File: src/rtl/bldc_pattern_gen.sv
module bldc_pattern_gen #(
  parameter int CW = 16
) (
  input  logic          clk,
  input  logic          rst_n,
  input  logic          wr_en,
  input  logic [2:0]    wr_addr,
  input  logic [CW-1:0] wr_data,
  input  logic          run,
  input  logic          cmt_ext,
  input  logic          cmt_sw,
  input  logic          kill,
  output logic [5:0]    pins,
  output logic          irq
);
  localparam int NPH  = 3;
  localparam int NPIN = 2 * NPH;
  localparam logic [2:0] A_CYC = 3'd0;
  localparam logic [2:0] A_SEL = 3'd4;
  localparam logic [2:0] A_DAT = 3'd5;
  localparam logic [2:0] A_POL = 3'd6;
  localparam logic [2:0] A_IEN = 3'd7;

  logic [CW-1:0]   cnt, cyc_b, cyc_q;
  logic [CW-1:0]   duty_b [NPH];
  logic [CW-1:0]   duty_q [NPH];
  logic [NPIN-1:0] sel_b, sel_q, dat_b, dat_q, pol_q;
  logic            ien_q;
  logic [NPH-1:0]  pwm;

  wire wrap   = run && (cnt == cyc_q);
  wire commit = cmt_ext || cmt_sw;
  wire idle_w = wr_en && !run;

  always_ff @(posedge clk or negedge rst_n) begin
    if (!rst_n)     cnt <= '0;
    else if (!run)  cnt <= '0;
    else if (wrap)  cnt <= '0;
    else            cnt <= cnt + 1'b1;
  end

  always_ff @(posedge clk or negedge rst_n) begin
    if (!rst_n) begin
      cyc_b <= '0;
      cyc_q <= '0;
    end else begin
      if (wr_en && wr_addr == A_CYC) cyc_b <= wr_data;
      if (idle_w && wr_addr == A_CYC) cyc_q <= wr_data;
      else if (wrap)                  cyc_q <= cyc_b;
    end
  end

  for (genvar p = 0; p < NPH; p++) begin : g_phase
    localparam logic [2:0] A_DU = 3'(p + 1);
    always_ff @(posedge clk or negedge rst_n) begin
      if (!rst_n) begin
        duty_b[p] <= '0;
        duty_q[p] <= '0;
      end else begin
        if (wr_en && wr_addr == A_DU) duty_b[p] <= wr_data;
        if (idle_w && wr_addr == A_DU) duty_q[p] <= wr_data;
        else if (wrap)                 duty_q[p] <= duty_b[p];
      end
    end
    assign pwm[p] = cnt < duty_q[p];
  end

  always_ff @(posedge clk or negedge rst_n) begin
    if (!rst_n) begin
      sel_b <= '0;
      sel_q <= '0;
      dat_b <= '0;
      dat_q <= '0;
      pol_q <= '1;
      ien_q <= 1'b0;
    end else begin
      if (wr_en && wr_addr == A_SEL) sel_b <= wr_data[NPIN-1:0];
      if (wr_en && wr_addr == A_DAT) dat_b <= wr_data[NPIN-1:0];
      if (wr_en && wr_addr == A_POL) pol_q <= wr_data[NPIN-1:0];
      if (wr_en && wr_addr == A_IEN) ien_q <= wr_data[0];
      if (idle_w && wr_addr == A_SEL) sel_q <= wr_data[NPIN-1:0];
      else if (commit)                sel_q <= sel_b;
      if (idle_w && wr_addr == A_DAT) dat_q <= wr_data[NPIN-1:0];
      else if (commit)                dat_q <= dat_b;
    end
  end

  for (genvar i = 0; i < NPIN; i++) begin : g_pin
    wire act = sel_q[i] ? dat_q[i] : pwm[i/2];
    assign pins[i] = (kill || !run) ? ~pol_q[i] : ~(act ^ pol_q[i]);
  end

  assign irq = ien_q && wrap;
endmodule

File: config.mk
export PLATFORM = sky130hd
export DESIGN_NAME = bldc_pattern_gen
export DESIGN_NICKNAME = d
export VERILOG_FILES = /design/src/rtl/bldc_pattern_gen.sv
export SDC_FILE = /design/constraint.sdc
export NUM_CORES = 1
export LEC_CHECK = 0
export ABC_AREA = 1
export CORE_UTILIZATION = 56
export DETAILED_ROUTE_END_ITERATION = 8
export PLACE_DENSITY = 0.75
export SKIP_CTS_REPAIR_TIMING = 1
export SYNTH_ARGS = -nofsm -noshare
export SYNTH_HDL_FRONTEND = slang
export SYNTH_SLANG_ARGS = --single-unit
File: constraint.sdc
create_clock -name clk -period 1.8 [get_ports clk]
set_input_delay 0.18 -clock clk [delete_from_list [all_inputs] [get_ports clk]]
set_output_delay 0.18 -clock clk [all_outputs]
set_load 0.01 [all_outputs]
### Yosys cells after proc, flatten, opt, wreduce, memory -nomap -nowiden

Index checks and enable logic that the tools add are counted.

| operators by class | value |
|---|---|
| add/sub/neg operators | 1 |
| magnitude comparators | 3 |
| eq/ne operators | 8 |
| mux-type cells | 26 |
| bitwise logic cells | 18 |
| reductions and logical operators | 27 |

Operator list:

| cell | count |
|---|---|
| 16-bit 2-to-1 mux | 10 |
| 16-bit < comparator | 3 |
| 6-bit 2-to-1 mux | 4 |
| 1-bit logical AND | 17 |
| 16-bit by 1-bit adder with 16-bit output, second input constant | 1 |
| 16-bit equality test | 1 |
| 3-bit equality test, second input constant | 4 |
| 1-bit 2-to-1 mux | 12 |
| 1-bit NOT | 12 |
| 2-bit nonzero test | 6 |
| 3-bit by 2-bit equality test with 1-bit output, second input constant | 2 |
| 1-bit XOR | 6 |
| 3-bit by 1-bit equality test with 1-bit output, second input constant | 1 |
| 3-bit logical NOT | 1 |
| 1-bit logical OR | 2 |
| 1-bit logical NOT | 1 |

| word-level totals | value |
|---|---|
| bits in registers | 175 |
| input bits | 26 |
| output and inout port bits | 7 |

### Logic depth before layout (Yosys ltp)

Gate-level depths: netlist of run 1.

| depth | value |
|---|---|
| depth after elaboration | 5 |
| depth in mapped cells | 15 |
| depth with buffers taken out | 15 |

### Least setup slack after synthesis of run 1

OpenSTA, ideal clock, no wires.

| path | value |
|---|---|
| path kind | register to register |
| start point | register cnt[1] |
| end point | register duty_q[3] in the netlist's numbering |
| setup time | 0.066 ns |
| arrival time | 1.680 ns |
| data required time | 1.734 ns |
| setup slack | 0.054 ns |
| stages on the path, launching flop included | 12 |
| buffers on the path | 2 |
| clock period less this slack | 1.746 ns |
| cell sequence | dfrtp_1 > inv_1 > or2_2 > o21ai_0 > inv_1 > nand3_1 > nor3_1 > nand3_1 > buf_2 > buf_2 > nand3_1 > nand2_1 |

| between the ends | value |
|---|---|
| cells in the longest elaborated chain, start to end | 3 |

Ends and longest elaborated chain:

| what | RTL line | text |
|---|---|---|
| start: declaration | 24 | `logic [CW-1:0] cnt, cyc_b, cyc_q;` |
| start signal: assignment | 39 | `else cnt <= cnt + 1'b1;` |
| 16-bit equality test | 31 | `wire wrap = run && (cnt == cyc_q);` |
| 1-bit logical AND | 31 |  |
| 2-bit nonzero test (no source line) | n/a |  |
| end signal: indexed assignment | 61 | `if (idle_w && wr_addr == A_DU) duty_q[p] <= wr_data;` |
| end signal: indexed assignment | 62 | `else if (wrap) duty_q[p] <= duty_b[p];` |
| end: declaration | 26 | `logic [CW-1:0] duty_q [NPH];` |

No other way between the ends.
A chain may end at the register's enable or synchronous reset.

### Final worst setup path of run 1

| path | value |
|---|---|
| start point | register cnt[15] |
| end point | output pins[4] |

| between the ends | value |
|---|---|
| cells in the longest elaborated chain, start to end | 5 |

Ends and longest elaborated chain:

| what | RTL line | text |
|---|---|---|
| 16-bit < comparator | 65 | `assign pwm[p] = cnt < duty_q[p];` |
| 1-bit 2-to-1 mux | 89 | `wire act = sel_q[i] ? dat_q[i] : pwm[i/2];` |
| 1-bit XOR | 90 | `assign pins[i] = (kill \|\| !run) ? ~pol_q[i] : ~(act ^ pol_q[i]);` |
| 1-bit NOT | 90 |  |
| 1-bit 2-to-1 mux | 90 |  |
| end: declaration | 13 | `output logic [5:0] pins,` |

No other way between the ends.

==> impl_metrics.toml, run 1 <==
[outcome]
outcome = "finished with violations"
violations = "negative setup slack"

[synthesis]
synth_xor_area_share_pct = 1.31
synth_top_area_cell = "dfrtp_1"
synth-edff-count = 0
ys_async_sr_fraction_pct = 100
synth_top_area_share_pct = 45.2
avgSynthCellArea_um2 = 7.66
ys_seq_area_share_pct = 46.8
synth_cells = 1222
synthTopCellsByArea = "dfrtp_1 (45%), nand2_1 (16%), o21ai_0 (8.0%)"
synth.net_count = 1294
synthAdderAreaFrac_pct = 6.15
ys_ff_latch = 175
synth_compound_gate_area_share_pct = 11.2
yosys-mux-area-fraction_pct = 0
ys.warnings.count = 0
synth_area_um2 = 9360
yosysUniqueCellTypes = 31
yosys.area_share.simple_pct = 26.2
synth_top_family_by_area = "simple AND/OR/NAND/NOR gates"
ys.flop_type = "dfrtp_1"

[grt]
grt_pass1_vias = 8256
grt_max_degree = 57
antenna_found_initial = 0
grt.overflow.total = 0
grt_pass1_wl_um = 44200
gr-usage-all-layers_pct = 33.2

[worst_setup_path]
crit_family = "simple AND/OR/NAND/NOR gates"
cp_cell_sequence = "ha_4, nand2_4, inv_2, nand3_2, nor3_4, nand2_1, nand2_2, nand2_2, nand2_1, nand2_1, nand2_1, inv_1, buf_2"
r2r_start = "cnt[1]"
startpoint = "cnt[15]"
path_common_cell = "nand2_1"
worstSetupEndpointType = "primary output"
path_class = "register to primary output"
cp.arrival_ns = 2.23
critical_path_buf_inv_count = 3
start_kind = "register"
max_stage_delay_ns = 0.48
slowest_stage = "dfrtp_2"
critical_path_required_ns = 1.62
cp_max_fo = 4

[timing]
rsz0062_at_grt = "true"
setup_viol = 78
max-slew-margin-rel_pct = 67.9
max_freq_mhz = 415
finalClockSkew_ns = 0.0139
setup_ws_ns = -0.608
period_share_pct = 134
hold_violations = 0
drv_slew = 0
layout_min_cycle_time_ns = 2.41
tightest_slew_ns = 0.480

[placement]
dp_hpwl_um = 19400
gp_congestion = 0.928
dp_slack_ns = -0.592
dp_cells = 1565
placed_cell_area_um2 = 11000
portBuffers = 32

[pwr]
p_leak_nw = 6.28
p_per_area_nw_per_um2 = 1260
irDropWorstVdd_v = 0.000978

[job]
drv_cap = 0

[detailed_routing]
postRouteAntennaNets = 0
vias = 8972
first_iter_violations = 1040
wire_per_inst_um = 17.4
vias_per_cell = 5.59
wirelength_um = 28000
first_pass_iters = 6
drc = 0

[cts]
cts_tree = "done"
root_buffer = "clkbuf_16"
cts_buffers = 17
clock_sinks = 175
path_clk_slew_ns = 0.07
cts_max_level = 4
clockBufferDepth = 2
insertion_delay_ns = 0.43

[finish]
final_area_um2 = 12000
diodes = 0
layout.cells.most_common_list = "nand2_1 (383), dfrtp_1 (163), o21ai_0 (149)"
num-nets-final = 1449
post-route-util_pct = 74.4
final_cells = 1606
drive_gt1_share_pct = 19.2
fill_cells = 1203
area_delta_synth_final_pct = 28.1
final_common_cell = "nand2_1"

[hold_path]
hold_path.class = "primary input to asynchronous set/reset pin"

[floorplanning]
dieArea_um2 = 17200
pin_count = 33
die_w_um = 131
fp.dieH_um = 131
core_region_area_um2 = 16100
core.rowCount = 46
start_util_pct = 58.1
[final timing paths]
check / endpoint / slack [ns] / cells past startpoint
setup / recovery: pins[4] / -0.61 / 13
hold / removal: duty_q[24] / 0.24 / 2
setup reg to reg: cyc_q[0] / -0.23 / 13
hold reg to reg: duty_b[27] / 0.49 / 2
max in group asynchronous: cyc_b[6] / 0.90 / 3
min in group clk: cyc_q[15] / 0.41 / 3
[registers in the layout (all words and copies together) (netlist names)]
name	flops
ien_q	1
dat_b	6
cnt	16
sel_q	6
pol_q	6
cyc_q	16
cyc_b	16
dat_q	6
duty_q	48
sel_b	6
duty_b	48
[Yosys cell counts, types with 2 or more instances]
cell type	count
nor3_1	10
a21oi_1	28
buf_1	4
a21o_1	2
clkbuf_1	39
o221ai_1	12
nor2_1	42
xnor2_1	3
dfstp_2	6
nand3_1	98
dfrtp_1	169
o21a_1	2
nand3b_1	5
xor2_1	11
nand4_1	28
o21ai_0	150
nand2_1	397
or2_2	2
inv_1	148
ha_1	46
nor2_2	2
buf_2	9
[where the power goes]
group	total, mW	internal (mW)	switching (mW)	leakage (nW)
registers	5.84	5.08	0.761	2.22
clock network	3.93	2.13	1.80	0.305
logic	5.39	2.46	2.93	3.75
total	15.2	9.67	5.49	6.28
[layout make-up]
class | count | area, um2 | area share (%)
Sequential cell | 175 | 4390 | 36.6
Inverter | 150 | 563 | 4.70
Clock inverter | 14 | 194 | 1.62
Multi-Input combinational cell | 844 | 4480 | 37.4
Tap cell | 216 | 270 | 2.25
Timing Repair Buffer | 189 | 1660 | 13.8
Clock buffer | 18 | 429 | 3.58
[per-stage QoR]
stage               TNS [ns]  hold WS, ns  power, mW
floorplan                  0       -0.116       8.44
global placement      -15.46        0.137       10.5
detailed placement    -17.48        0.134       10.7
CTS                   -17.62       -0.325       14.6
global route          -23.57        0.294       16.1
finish                -15.18        0.239       15.2
[cell families after synthesis]
logic type	Yosys count
xor+xnor	14
buf+inv	203
simple gates	587
compound gates	197
flops	175
fa+ha+maj	46
[per-layer routing]
| layer | global-route usage [%] | vias to the layer above | part of all wire (%) |
|---|---|---|---|
| li1 | - | 4275 | - |
| met1 | 49.5 | 4281 | 45 |
| met2 | 49.0 | 372 | 45 |
| met3 | 5.94 | 44 | 8.2 |
| met4 | 10.2 | 0 | 2.1 |
| met5 | 0 | - | 0 |
No activity file was read; power rests on OpenSTA's default activity.
==> run 2, diff against run 1 <==
--- a/config.mk
+++ b/config.mk
@@ -8,8 +8,10 @@
 export ABC_AREA = 1
 export CORE_UTILIZATION = 56
 export DETAILED_ROUTE_END_ITERATION = 8
-export PLACE_DENSITY = 0.75
+export GPL_TIMING_DRIVEN = 1
+export PLACE_DENSITY = 0.77
 export SKIP_CTS_REPAIR_TIMING = 1
+export SLEW_MARGIN = 40
 export SYNTH_ARGS = -nofsm -noshare
 export SYNTH_HDL_FRONTEND = slang
 export SYNTH_SLANG_ARGS = --single-unit
==> run 2 against run 1 <==
The flow still finishes with violations (negative setup slack). Maximum frequency down 2.7%. Sequential power hardly changed. Cell area is 2.6% higher. Global-route usage down 1.2 points. Register-to-register slack lost 0.28 ns. Worst hold slack got worse by 0.019 ns. Sequential cell count is the same. Critical path type unchanged. Critical endpoint unchanged. Largest power group unchanged.
==> impl_metrics.toml, run 2 (synthesized netlist as in run 1, its figures left out) <==
[worst_setup_path]
worstSetupEndpointType = "primary output"
path_class = "register to primary output"
cp.arrival_ns = 2.30
start_kind = "register"
critical_path_required_ns = 1.62
slowest_stage = "dfrtp_2"
max_stage_delay_ns = 0.46
crit_family = "compound AO/OA/AOI/OAI gates"
path_common_cell = "nand2_1"
critical_path_buf_inv_count = 2
cp_max_fo = 4
cp_cell_sequence = "ha_1, a21oi_2, o21ai_1, a21oi_2, nand2_2, nand2_2, nand2_1, nand2_1, nand2_1, inv_1, buf_2"

[hold_path]
hold_path.class = "primary input to asynchronous set/reset pin"

[finish]
final_common_cell = "nand2_1"
area_delta_synth_final_pct = 31.4
layout.cells.most_common_list = "nand2_1 (379), dfrtp_1 (159), o21ai_0 (147)"
num-nets-final = 1468
drive_gt1_share_pct = 22.5
top_regs = "duty_b x48, duty_q x48"
final_area_um2 = 12300
diodes = 0
post-route-util_pct = 76.4

[timing]
setup_ws_ns = -0.676
layout_min_cycle_time_ns = 2.48
drv_slew = 0
max-slew-margin-rel_pct = 69.8
setup_tns_ns = -31.49
setup_viol = 87
hold_violations = 0
finalClockSkew_ns = 0.0151
tightest_slew_ns = 0.452
period_share_pct = 138
max_freq_mhz = 404
rsz0062_at_grt = "true"

[pwr]
p_sw_share_pct = 37.8
pwr-share-seq_pct = 38.2
comb_power_share_pct = 37.7
p_per_area_nw_per_um2 = 1250
p_leak_nw = 6.38
internal_power_mw = 9.57
clkPwrFrac_pct = 24.1
irDropWorstVdd_v = 0.000857
switchingPower_mw = 5.81

[floorplanning]
core.rowCount = 46
start_util_pct = 58.1
pin_count = 33
fp.dieH_um = 131
core_region_area_um2 = 16100
dieArea_um2 = 17200
die_w_um = 131

[cts]
path_clk_slew_ns = 0.08
cts_buffers = 17
root_buffer = "clkbuf_16"
clock_sinks = 175
cts_tree = "done"
clockBufferDepth = 2
cts_max_level = 4
insertion_delay_ns = 0.45

[placement]
gp_congestion = 0.974
placed_cell_area_um2 = 11100
dp_slack_ns = -0.596
portBuffers = 32
dp_hpwl_um = 19600

[detailed_routing]
wire_per_inst_um = 18.3
first_iter_violations = 1312
wirelength_um = 29700
postRouteAntennaNets = 0
drc = 0
vias_per_cell = 5.73
vias = 9307
first_pass_iters = 7

[outcome]
outcome = "finished with violations"
violations = "negative setup slack"

[grt]
grt_max_degree = 45
grt_pass1_wl_um = 42700
gr-usage-all-layers_pct = 32.0
grt.overflow.total = 0
antenna_found_initial = 0
grt_pass1_vias = 8084

[job]
drv_cap = 0
==> run 2: cell types whose count changed in the layout (fill, tap and decap cells not counted), moves of 5 or more <==
cell	before	now
buf_6	8	16
buf_4	136	144
a21oi_2	4	9
inv_1	143	137
nand3_1	95	90
a21oi_1	24	19
==> run 2: worst paths after layout <==
path / start / to / slack, ns / depth (start not counted)
worst max-delay path: cnt[9] / pins[4] / -0.68 / 11
worst min-delay path: rst_n / duty_b[10] / 0.22 / 2
worst max register to register: cnt[11] / cnt[14] / -0.51 / 12
worst min register to register: duty_b[40] / duty_b[40] / 0.49 / 2
max in group asynchronous: rst_n / pol_q[4] / 0.90 / 3
min in group clk: wr_data[4] / sel_q[4] / 0.42 / 3
==> run 2: power by group through the flow <==
stage,clock (mW),sequential [mW],combinational [mW]
after global placement,0,5.80,4.80
after detailed placement,0,5.86,4.91
final,3.71,5.87,5.80
after global routing,3.87,5.98,6.34
after CTS,3.72,5.80,4.98
after floorplan,0,5.62,2.81
==> run 2: stage by stage <==
step	hold WS (ns)	power, mW	std cells
after global placement	0.139	10.6	1582
final	0.220	15.4	1625
after detailed placement	0.140	10.8	1582
after floorplan	-0.116	8.44	1222
after CTS	-0.328	14.5	1614
after global routing	0.260	16.2	1625
==> run 2: cell type report <==
type | count | area [um2]
multi-input combinational | 844 | 4600
sequential | 175 | 4400
fill | 1109 | 3810
timing repair buffer | 208 | 1870
inverter | 150 | 568
clock buffer | 17 | 425
tap | 216 | 270
clock inverter | 15 | 169
==> run 2: metal layers <==
layer / GRT usage [%] / vias to the layer above / share of wire (%)
li1: - / 4308 / -
met1: 47.9 / 4411 / 42
met2: 46.2 / 508 / 44
met3: 6.87 / 80 / 10
met4: 9.75 / 0 / 3.0
met5: 0 / - / 0
==> run 3, diff against run 2 <==
--- a/config.mk
+++ b/config.mk
@@ -8,7 +8,7 @@
 export ABC_AREA = 1
 export CORE_UTILIZATION = 56
 export DETAILED_ROUTE_END_ITERATION = 8
-export GPL_TIMING_DRIVEN = 1
+export GPL_TIMING_DRIVEN = 0
 export PLACE_DENSITY = 0.77
 export SKIP_CTS_REPAIR_TIMING = 1
 export SLEW_MARGIN = 40
==> run 3 against run 2 <==
The flow still finishes with violations (negative setup slack). Worst hold slack better by 0.012 ns. Sequential power down 0.7%. Routed wire length up 3.0%. First-iteration DRC count decreased by 25%. Critical path type unchanged. Largest power group unchanged. Highest routed layer unchanged.
==> impl_metrics.toml, run 3 (synthesized netlist as in run 1, its figures left out) <==
[cts]
insertion_delay_ns = 0.44
path_clk_slew_ns = 0.07
cts_buffers = 17
root_buffer = "clkbuf_16"
cts_max_level = 4
clock_sinks = 175
clockBufferDepth = 2
cts_tree = "done"

[outcome]
violations = "negative setup slack"
outcome = "finished with violations"

[grt]
grt_pass1_wl_um = 42500
grt_pass1_vias = 8058
grt.overflow.total = 0
antenna_found_initial = 0
grt_max_degree = 64
gr-usage-all-layers_pct = 32.2

[floorplanning]
start_util_pct = 58.1
fp.dieH_um = 131
pin_count = 33
core.rowCount = 46
core_region_area_um2 = 16100
die_w_um = 131
dieArea_um2 = 17200

[timing]
drv_slew = 0
setup_ws_ns = -0.719
tightest_slew_ns = 0.774
hold_violations = 0
rsz0062_at_grt = "true"
max-slew-margin-rel_pct = 48.4
holdWs_ns = 0.233
layout_min_cycle_time_ns = 2.52
finalClockSkew_ns = 0.00780
setup_viol = 75
max_freq_mhz = 397
period_share_pct = 140

[pwr]
irDropWorstVdd_v = 0.000876
p_leak_nw = 6.00
p_per_area_nw_per_um2 = 1240

[finish]
area_delta_synth_final_pct = 28.5
post-route-util_pct = 74.7
top_regs = "duty_b x48, duty_q x48"
drive_gt1_share_pct = 18.6
num-nets-final = 1411
layout.cells.most_common_list = "nand2_1 (375), dfrtp_1 (153), inv_1 (145)"
multiInputGateArea_um2 = 4890
final_common_cell = "nand2_1"
register_area_um2 = 4410
diodes = 0
fill_cells = 1160

[worst_setup_path]
start_kind = "register"
cp.arrival_ns = 2.34
path_class = "register to primary output"
cp_max_fo = 5
critical_path_required_ns = 1.62
worstSetupEndpointType = "primary output"

[detailed_routing]
vias_per_cell = 5.79
first_iter_violations = 990
wirelength_um = 30600
wire_per_inst_um = 19.5
postRouteAntennaNets = 0
vias = 9076
first_pass_iters = 7
drc = 0

[job]
drv_cap = 0

[placement]
portBuffers = 32
gp_congestion = 0.919
dp_hpwl_um = 18200

[hold_path]
hold_path.class = "primary input to asynchronous set/reset pin"
## run 3: critical path: stages (launching register included)
cell     delay, ns
dfrtp_2       0.47
buf_6         0.17
ha_4          0.15
a21oi_2       0.13
nor2_1        0.06
nor3_1        0.21
nand2_1       0.09
nand2_2       0.10
nand2_4       0.10
nand2_2       0.09
nand2_1       0.05
nand2_1       0.07
nand2_1       0.04
inv_1         0.06
buf_6         0.10
## run 3: path summary, 6_finish.rpt
check,from,to,slack [ns],depth (start not counted)
worst max-delay path,cnt[4],pins[4],-0.72,14
worst min-delay path,rst_n,duty_b[12],0.23,2
worst max register to register,cnt[1],cyc_q[9],-0.39,12
worst min register to register,dat_b[1],dat_b[1],0.49,2
max in group asynchronous,rst_n,pol_q[2],0.52,4
min in group clk,wr_data[15],cyc_q[15],0.38,3
## run 3: final cells by class
class	count	share of cell area [%]
Multi-Input combinational cell	844	40.7
Sequential cell	175	36.6
Timing Repair Buffer	98	7.96
Inverter	150	4.71
Clock buffer	21	3.74
Buffer	53	2.55
Tap cell	216	2.25
Clock inverter	11	1.51
## run 3: metrics by stage
step / setup TNS (ns) / instances / setup slack (ns) / cell area, um2 / total power, mW
floorplan: 0 / 1222 / 0.0540 / 9360 / 8.44
global placement: -1209.56 / 1470 / -6.57 / 9950 / 9.40
detailed placement: -77.27 / 1472 / -1.26 / 10000 / 9.61
CTS: -65.41 / 1504 / -1.58 / 10700 / 13.6
global route: -31.47 / 1568 / -0.786 / 12000 / 15.7
finish: -24.25 / 1568 / -0.719 / 12000 / 14.9
## run 3: power by group
group	internal [mW]	switching (mW)
Combinational	2.06	2.98
Sequential	5.08	0.751
Clock	2.38	1.64
Total	9.53	5.37
## run 3: routing by layer
| metal | track usage, % | part of all wire (%) | up-vias |
|---|---|---|---|
| met5 | 0 | 0 | - |
| met4 | 11.6 | 5.2 | 0 |
| met3 | 6.29 | 9.1 | 120 |
| met2 | 51.2 | 46 | 479 |
| met1 | 43.9 | 39 | 4288 |
| li1 | - | - | 4189 |
